[src/rtl/evt_irq_pkg.sv]
package evt_irq_pkg;
    localparam int REG_W  = 8;
    localparam int ADDR_W = 3;

    localparam logic [ADDR_W-1:0] ADDR_STATUS = 3'd0;
    localparam logic [ADDR_W-1:0] ADDR_MASK   = 3'd1;
    localparam int                ADDR_TALLY0 = 2;

    // Status bit layout, most significant bit first.
    typedef struct packed {
        logic stopped;
        logic dma_done;
        logic tally_ovf;
        logic ovw;
        logic tx_err;
        logic rx_err;
        logic tx_ok;
        logic rx_ok;
    } evt_vec_t;

    function automatic logic [ADDR_W-1:0] tally_addr(input int idx);
        return ADDR_W'(ADDR_TALLY0 + idx);
    endfunction
endpackage

[src/rtl/evt_tally.sv]
module evt_tally #(
    parameter int CNT_W = 8
) (
    input  logic             clk,
    input  logic             rst,
    input  logic             inc,
    input  logic             clr,
    output logic [CNT_W-1:0] cnt,
    output logic             msb_rise
);
    localparam logic [CNT_W-1:0] CNT_FULL   = '1;
    localparam logic [CNT_W-1:0] CNT_BELOW  = {1'b0, {(CNT_W-1){1'b1}}};
    localparam logic [CNT_W-1:0] CNT_ONE    = CNT_W'(1);

    always_ff @(posedge clk) begin
        if (rst) begin
            cnt <= '0;
        end else if (clr) begin
            cnt <= inc ? CNT_ONE : '0;
        end else if (inc && cnt != CNT_FULL) begin
            cnt <= cnt + CNT_ONE;
        end
    end

    assign msb_rise = inc && !clr && (cnt == CNT_BELOW);
endmodule

[src/rtl/evt_status_reg.sv]
module evt_status_reg
    import evt_irq_pkg::*;
(
    input  logic     clk,
    input  logic     rst,
    input  evt_vec_t set_vec,
    input  evt_vec_t clr_vec,
    output evt_vec_t status
);
    always_ff @(posedge clk) begin
        if (rst) begin
            status <= '0;
        end else begin
            status <= (status & ~clr_vec) | set_vec;
        end
    end
endmodule

[src/rtl/evt_reg_port.sv]
module evt_reg_port
    import evt_irq_pkg::*;
#(
    parameter int CNT_W     = 8,
    parameter int NUM_TALLY = 3
) (
    input  logic                              reg_wr,
    input  logic                              reg_rd,
    input  logic [ADDR_W-1:0]                 reg_addr,
    input  logic [REG_W-1:0]                  reg_wdata,
    input  evt_vec_t                          status,
    input  logic [REG_W-1:0]                  mask,
    input  logic [NUM_TALLY-1:0][CNT_W-1:0]   tally,
    output logic [REG_W-1:0]                  reg_rdata,
    output evt_vec_t                          status_clr,
    output logic                              mask_we,
    output logic [NUM_TALLY-1:0]              tally_clr
);
    assign status_clr = (reg_wr && reg_addr == ADDR_STATUS) ? evt_vec_t'(reg_wdata) : '0;
    assign mask_we    = reg_wr && reg_addr == ADDR_MASK;

    for (genvar k = 0; k < NUM_TALLY; k++) begin : g_clr
        assign tally_clr[k] = reg_rd && (reg_addr == tally_addr(k));
    end

    always_comb begin
        reg_rdata = '0;
        if (reg_addr == ADDR_STATUS) reg_rdata = status;
        if (reg_addr == ADDR_MASK)   reg_rdata = mask;
        for (int k = 0; k < NUM_TALLY; k++) begin
            if (reg_addr == tally_addr(k)) reg_rdata = REG_W'(tally[k]);
        end
    end
endmodule

[src/rtl/evt_irq_ctrl.sv]
module evt_irq_ctrl
    import evt_irq_pkg::*;
#(
    parameter int CNT_W     = 8,
    parameter int NUM_TALLY = 3
) (
    input  logic                 clk,
    input  logic                 rst,
    input  logic                 reg_wr,
    input  logic                 reg_rd,
    input  logic [ADDR_W-1:0]    reg_addr,
    input  logic [REG_W-1:0]     reg_wdata,
    output logic [REG_W-1:0]     reg_rdata,
    input  logic                 ev_rx_ok,
    input  logic                 ev_tx_ok,
    input  logic                 ev_rx_err,
    input  logic                 ev_tx_err,
    input  logic                 ev_ovw,
    input  logic                 ev_dma_done,
    input  logic                 stop_done,
    input  logic [NUM_TALLY-1:0] tally_inc,
    output logic                 irq
);
    evt_vec_t                        status_q;
    evt_vec_t                        set_vec;
    evt_vec_t                        clr_vec;
    logic [REG_W-1:0]                mask_q;
    logic                            mask_we;
    logic [NUM_TALLY-1:0][CNT_W-1:0] tally_q;
    logic [NUM_TALLY-1:0]            tally_clr;
    logic [NUM_TALLY-1:0]            msb_rise;

    for (genvar k = 0; k < NUM_TALLY; k++) begin : g_tally
        evt_tally #(.CNT_W(CNT_W)) u_tally (
            .clk      (clk),
            .rst      (rst),
            .inc      (tally_inc[k]),
            .clr      (tally_clr[k]),
            .cnt      (tally_q[k]),
            .msb_rise (msb_rise[k])
        );
    end

    always_comb begin
        set_vec           = '0;
        set_vec.rx_ok     = ev_rx_ok;
        set_vec.tx_ok     = ev_tx_ok;
        set_vec.rx_err    = ev_rx_err;
        set_vec.tx_err    = ev_tx_err;
        set_vec.ovw       = ev_ovw;
        set_vec.tally_ovf = |msb_rise;
        set_vec.dma_done  = ev_dma_done;
        set_vec.stopped   = stop_done;
    end

    evt_status_reg u_status (
        .clk     (clk),
        .rst     (rst),
        .set_vec (set_vec),
        .clr_vec (clr_vec),
        .status  (status_q)
    );

    evt_reg_port #(.CNT_W(CNT_W), .NUM_TALLY(NUM_TALLY)) u_port (
        .reg_wr     (reg_wr),
        .reg_rd     (reg_rd),
        .reg_addr   (reg_addr),
        .reg_wdata  (reg_wdata),
        .status     (status_q),
        .mask       (mask_q),
        .tally      (tally_q),
        .reg_rdata  (reg_rdata),
        .status_clr (clr_vec),
        .mask_we    (mask_we),
        .tally_clr  (tally_clr)
    );

    always_ff @(posedge clk) begin
        if (rst) begin
            mask_q <= '0;
        end else if (mask_we) begin
            mask_q <= reg_wdata;
        end
    end

    assign irq = |(status_q & mask_q);
endmodule

[config.mk]
export PLATFORM = sky130hd
export DESIGN_NAME = evt_irq_ctrl
export DESIGN_NICKNAME = d
export VERILOG_FILES = /design/src/rtl/evt_irq_pkg.sv /design/src/rtl/evt_tally.sv /design/src/rtl/evt_status_reg.sv /design/src/rtl/evt_reg_port.sv /design/src/rtl/evt_irq_ctrl.sv
export SDC_FILE = /design/constraint.sdc
export NUM_CORES = 1
export LEC_CHECK = 0
export CAP_MARGIN = 20
export CORE_ASPECT_RATIO = 0.5
export CORE_MARGIN = 1
export CORE_UTILIZATION = 40
export CTS_CLUSTER_SIZE = 40
export DETAILED_ROUTE_END_ITERATION = 6
export SLEW_MARGIN = 20
export SYNTH_ARGS = -nofsm -noshare
export SYNTH_HDL_FRONTEND = slang
export SYNTH_HIERARCHICAL = 1
export SYNTH_SLANG_ARGS = --single-unit
[constraint.sdc]
create_clock -name clk -period 1.7 [get_ports clk]
set_clock_uncertainty 0.15 [all_clocks]
set_input_delay 0.17 -clock clk [delete_from_list [all_inputs] [get_ports clk]]
set_output_delay 0.17 -clock clk [all_outputs]
set_load 0.01 [all_outputs]
After elaboration in Yosys (flattened, before gate mapping)
Index checks and enable logic that the tools add are counted.

word-level totals
  input bits = 25
  output and inout port bits = 9
  flip-flop bits (word level) = 40

cells by class
  muxes and demuxes = 15
  add/sub/neg operators = 3
  eq/ne operators = 10
  bitwise logic cells = 4
  reductions and logical operators = 23

operators with widths
  kind                   count
  $mux W8                12
  $add A8 B1 Y8 const B  3
  $eq A8 B7 Y1 const B   3
  $ne A8 B8 Y1 const B   3
  $and A8 B8 Y8          2
  $logic_and A1 B1 Y1    14
  $not A8 Y8             1
  $or A8 B8 Y8           1
  $reduce_or A8 Y1       1
  $eq A3 B2 Y1 const B   2
  $reduce_bool A2 Y1     3
  $eq A3 B1 Y1 const B   1
  $eq A3 B3 Y1 const B   1
  $logic_not A1 Y1       3
  $logic_not A3 Y1       1
  $mux W1                3
  $reduce_or A3 Y1       1

Logic depth before layout (Yosys ltp)
  depth in word-level cells = 7
  depth in mapped cells = 8
  gate-level depth less buffers = 7

Hierarchy
Netlist, hierarchy kept.

by module, submodules not included
  module          instances  area each (um^2)  cells an instance
  evt_tally       3          435.4             48
  evt_reg_port    1          510.5             68
  evt_status_reg  1          381.6             33
  evt_irq_ctrl    1          327.8             32

Worst setup path before layout
Ideal clock, no wire load.

  path type = in2reg
  start = in reg_addr[2]
  end = reg, netlist name u_status/status[5]
  cell stages on the path = 8
  buffers on the path = 1
  setup time = 0.113 ns
  arrival time = 1.425 ns
  setup slack = 0.012 ns
  required time = 1.437 ns
  path through = buf_4 > and2b_4 > nand2_1 > nor2_1 > nor4_1 > or3_1 > inv_1 > a21oi_2

RTL lines
  what                RTL line            RTL
  start: declaration  evt_irq_ctrl.sv:11  input logic [ADDR_W-1:0] reg_addr,

Worst setup path after layout
  start = in reg_addr[0]
  end = out reg_rdata[1]

on the way
  longest elaborated chain between the ends = 6
  elaborated cells on any way between the ends = 10
  classes of those cells = eq/ne: 4; mux: 5; reduce/logical: 1

RTL lines
  what                   RTL line            RTL
  $logic_not A3 Y1       evt_reg_port.sv:28  if (reg_addr == ADDR_STATUS) reg_rdata = status;
  $mux W8                evt_reg_port.sv:28
  $mux W8                evt_reg_port.sv:29  if (reg_addr == ADDR_MASK) reg_rdata = mask;
  $mux W8 (2 in series)  evt_reg_port.sv:31  if (reg_addr == tally_addr(k)) reg_rdata = REG_W'(tally[k]);
  $mux W8 *              evt_reg_port.sv:31
  end: declaration       evt_irq_ctrl.sv:13  output logic [REG_W-1:0] reg_rdata,

Every way passes the cells marked *; elsewhere a longest branch is shown, timed or not.

==> impl_metrics.env <==
export IMPL_status="complete, but fails checks"
export IMPL_violations="design-rule violations"
export IMPL_gp_congestion=0.932
export IMPL_ir_drop_mv=0.355
export IMPL_route_detailed_drc=1
export IMPL_root_buffer="clkbuf_16"
export IMPL_place_port_buffers=33
export IMPL_stdcell_count=457
export IMPL_tritoncts="done"
export IMPL_rows=20
export IMPL_cp_depth=7
export IMPL_ys_top_cells_by_area="dfxtp_1, mux2i_1, nand2b_4, a21oi_2, and4_1"
export IMPL_synth_area_leader_cell="dfxtp_1"
export IMPL_dp_cells=441
export IMPL_grt_pass1_wl_um=11500
export IMPL_leakage_nw=1.46
export IMPL_cpLargestDelayFamily="buffers and inverters"
export IMPL_r2r_start="g_tally[1].u_tally/cnt[0]"
export IMPL_worstPathCellList="clkdlybuf4s15_2 > buf_6 > buf_4 > mux2i_2 > or3_1 > nand3_1 > buf_2"
export IMPL_r2r_slack_ns=0.04
export IMPL_hold_viol_final=0
export IMPL_synthFlopType="dfxtp_1"
export IMPL_holdPathStages=3
export IMPL_hp_class="primary input to register"
export IMPL_worstPathMaxFanout=4
export IMPL_via_per_inst=5.49
export IMPL_max_slew_margin_pct=78.1
export IMPL_insertion_delay_ns=0.28
export IMPL_worstPathBufferInverterCount=4
export IMPL_grt_pass1_vias=2381
export IMPL_clock_path_buffers=2
export IMPL_overflow=0
export IMPL_layout_nets=396
export IMPL_yosys_area_top_type_share_pct=31.7
export IMPL_async_flop_share_pct=0
export IMPL_setup_worst_path_end_class="output port"
export IMPL_final_cell_area_sq_um=3620
export IMPL_post_dp_cell_area_sq_um=3330
export IMPL_cts_buffers=5
export IMPL_setup_tns_final_ns=0
export IMPL_drtAntennaViolNets=0
export IMPL_fin_crit_sh_pct=97.6
export IMPL_die_h_um=58.2
export IMPL_ys_types=43
export IMPL_grt_antenna_before_repair=0
export IMPL_vias=2511
export IMPL_powerDensity_nw_per_um2=700
export IMPL_cap_viol_max_count=0
export IMPL_synth_edf_count=0
export IMPL_r2r_end="u_status/status[5]"
export IMPL_setup_worst_path_end="reg_rdata[1]"
export IMPL_area_growth_pct=43.4
export IMPL_clkTransAtPathRegs_ns=0.06
export IMPL_cp_arrival_ns=1.34
export IMPL_crit_start="reg_addr[0]"
export IMPL_yosysWarnings=6
export IMPL_design_core_area_sq_um=6080
export IMPL_start_util_pct=41.5
export IMPL_syn_inst=277
export IMPL_drt_pass1_iterations=6
export IMPL_post_drt_wl_per_cell_um=15.2
export IMPL_synth_area_per_cell_sq_um=9.12
export IMPL_mappedNetlistArea_sq_um=2530
export IMPL_htreeDepth=2
export IMPL_synth_nets=305
export IMPL_slew_viol_final=0
export IMPL_fmaxAchievable_ghz=0.603
export IMPL_required_ns=1.38
export IMPL_drt_iter0_markers=105
export IMPL_cpPeakStageDelay_ns=0.31
export IMPL_crit_type="primary input to output port"
export IMPL_io_pins=34
export IMPL_tightest_slew_ns=0.326
export IMPL_die_area_sq_um=6660
export IMPL_finalSetupViolations=0
export IMPL_num_antenna_cells=0
export IMPL_reg2reg_depth=6
export IMPL_track_usage_pct=22.5
export IMPL_clock_sinks=40
export IMPL_grt_max_degree=20
export IMPL_layout_drive_gt1_share_pct=33.3
export IMPL_critPathSlowestCell="or3_1"
export IMPL_ys_ff_latch=40
export IMPL_synth_seq_area_share_pct=31.7
export IMPL_startpoint_type="primary input"
export IMPL_drt_wl_total_um=6950
export IMPL_dp_hpwl_um=5160
export IMPL_fp_dieW_um=114
export IMPL_finalCriticalPeriod_ns=1.66
## state kept, by name, summed over array words and instances, names as in the netlist
name and cells:
mask_q 8, u_status/status 8, g_tally.u_tally/cnt 24
## cell type report
cell class | instances | area [sq um]
Clock buffer | 7 | 153
Multi-Input combinational cell | 213 | 1630
Sequential cell | 40 | 813
Fill cell | 503 | 2460
Clock inverter | 1 | 30.0
Timing Repair Buffer | 97 | 843
Tap cell | 88 | 110
Inverter | 11 | 41.3
## layout by cell type (no fill, tap or decap), types with 4 or more instances in the layout
master	netlist	routed
buf_4	6	56
dfxtp_1	40	34
mux2i_1	25	23
clkdlybuf4s50_1	0	21
nand2_1	18	18
a21oi_1	12	12
nor2_1	12	11
a21oi_2	11	11
inv_1	11	11
and4_1	9	9
and2_1	9	8
nand2b_4	8	8
nand4_1	7	7
nand3_1	7	7
o21ai_0	10	7
o21a_1	7	7
buf_2	2	6
and3_1	7	6
a211oi_1	6	6
o21ai_1	3	6
a22oi_1	7	5
or3_1	5	5
clkbuf_16	0	5
nor4_1	6	4
dfxtp_2	0	4
buf_12	0	4
nand3b_1	4	4
## power by group
| part | switching (mW) | internal, mW |
|---|---|---|
| registers | 0.0311 | 0.964 |
| clock network | 0.378 | 0.773 |
| logic | 0.168 | 0.222 |
## metrics by stage
step                      util (%)  setup WS, ns  power (mW)  hold WS [ns]
after floorplan                  -        0.0116        1.18        0.0960
after global placement        54.7        -0.549        1.38         0.346
after detailed placement      54.7        -0.553        1.39         0.355
after CTS                     59.1       0.00293        2.55         0.272
after global routing          59.6       -0.0112        2.64         0.295
final                         59.6        0.0409        2.54         0.274
## logic make-up (layout without fill, tap and decap cells)
| kind of cell | count (synthesis) | in the layout | share of synthesized area, % |
|---|---|---|---|
| flip-flops | 40 | 40 | 31.7 |
| buffers and inverters | 24 | 116 | 5.75 |
| multiplexers | 26 | 26 | 10.4 |
| AND/OR/NAND/NOR | 103 | 103 | 27.2 |
| adder cells (fa/ha/maj) | 3 | 3 | 1.49 |
| AO/OA/AOI/OAI | 81 | 81 | 23.5 |
## layer usage
layer	routed length (um)	track usage, %
met1	3420	30.3
met2	3140	35.8
met3	320	5.65
met4	61	7.05
met5	0	0
## synth_stat cells, drive strengths merged (4+ instances only)
master / number
or3: 5
buf: 13
and2: 9
and3: 7
mux2i: 25
a21oi: 23
o21ai: 13
dfxtp: 40
nand2: 18
nor4: 6
a211oi: 6
a22oi: 7
nand3: 7
o21a: 7
and4: 9
nor2: 12
inv: 11
nand2b: 11
nand3b: 4
nand4: 7
## how the worst min path moves through the flow
stage,from,end
floorplan,rst,g_tally[0].u_tally/cnt[7]
global placement,u_status/status[2],u_status/status[2]
detailed placement,u_status/status[2],u_status/status[2]
CTS,ev_rx_ok,u_status/status[0]
global route,ev_tx_ok,u_status/status[1]
finish,ev_ovw,u_status/status[4]
## repair_timing
item / 4_1_cts / 5_1_grt
gates resized for setup: 42 / 16
pin swaps: 4 / 3
cloned: 1 / 0
hold buffers: 0 / 0
setup buffers: 7 / 0
setup endpoints to repair: 23 / 8
## tightest hold or removal path, stage by stage
cell and delay, ns:
clkdlybuf4s50_1 0.40, inv_1 0.06, a21oi_2 0.04
Note: power is estimated with default switching activity, not from simulation.
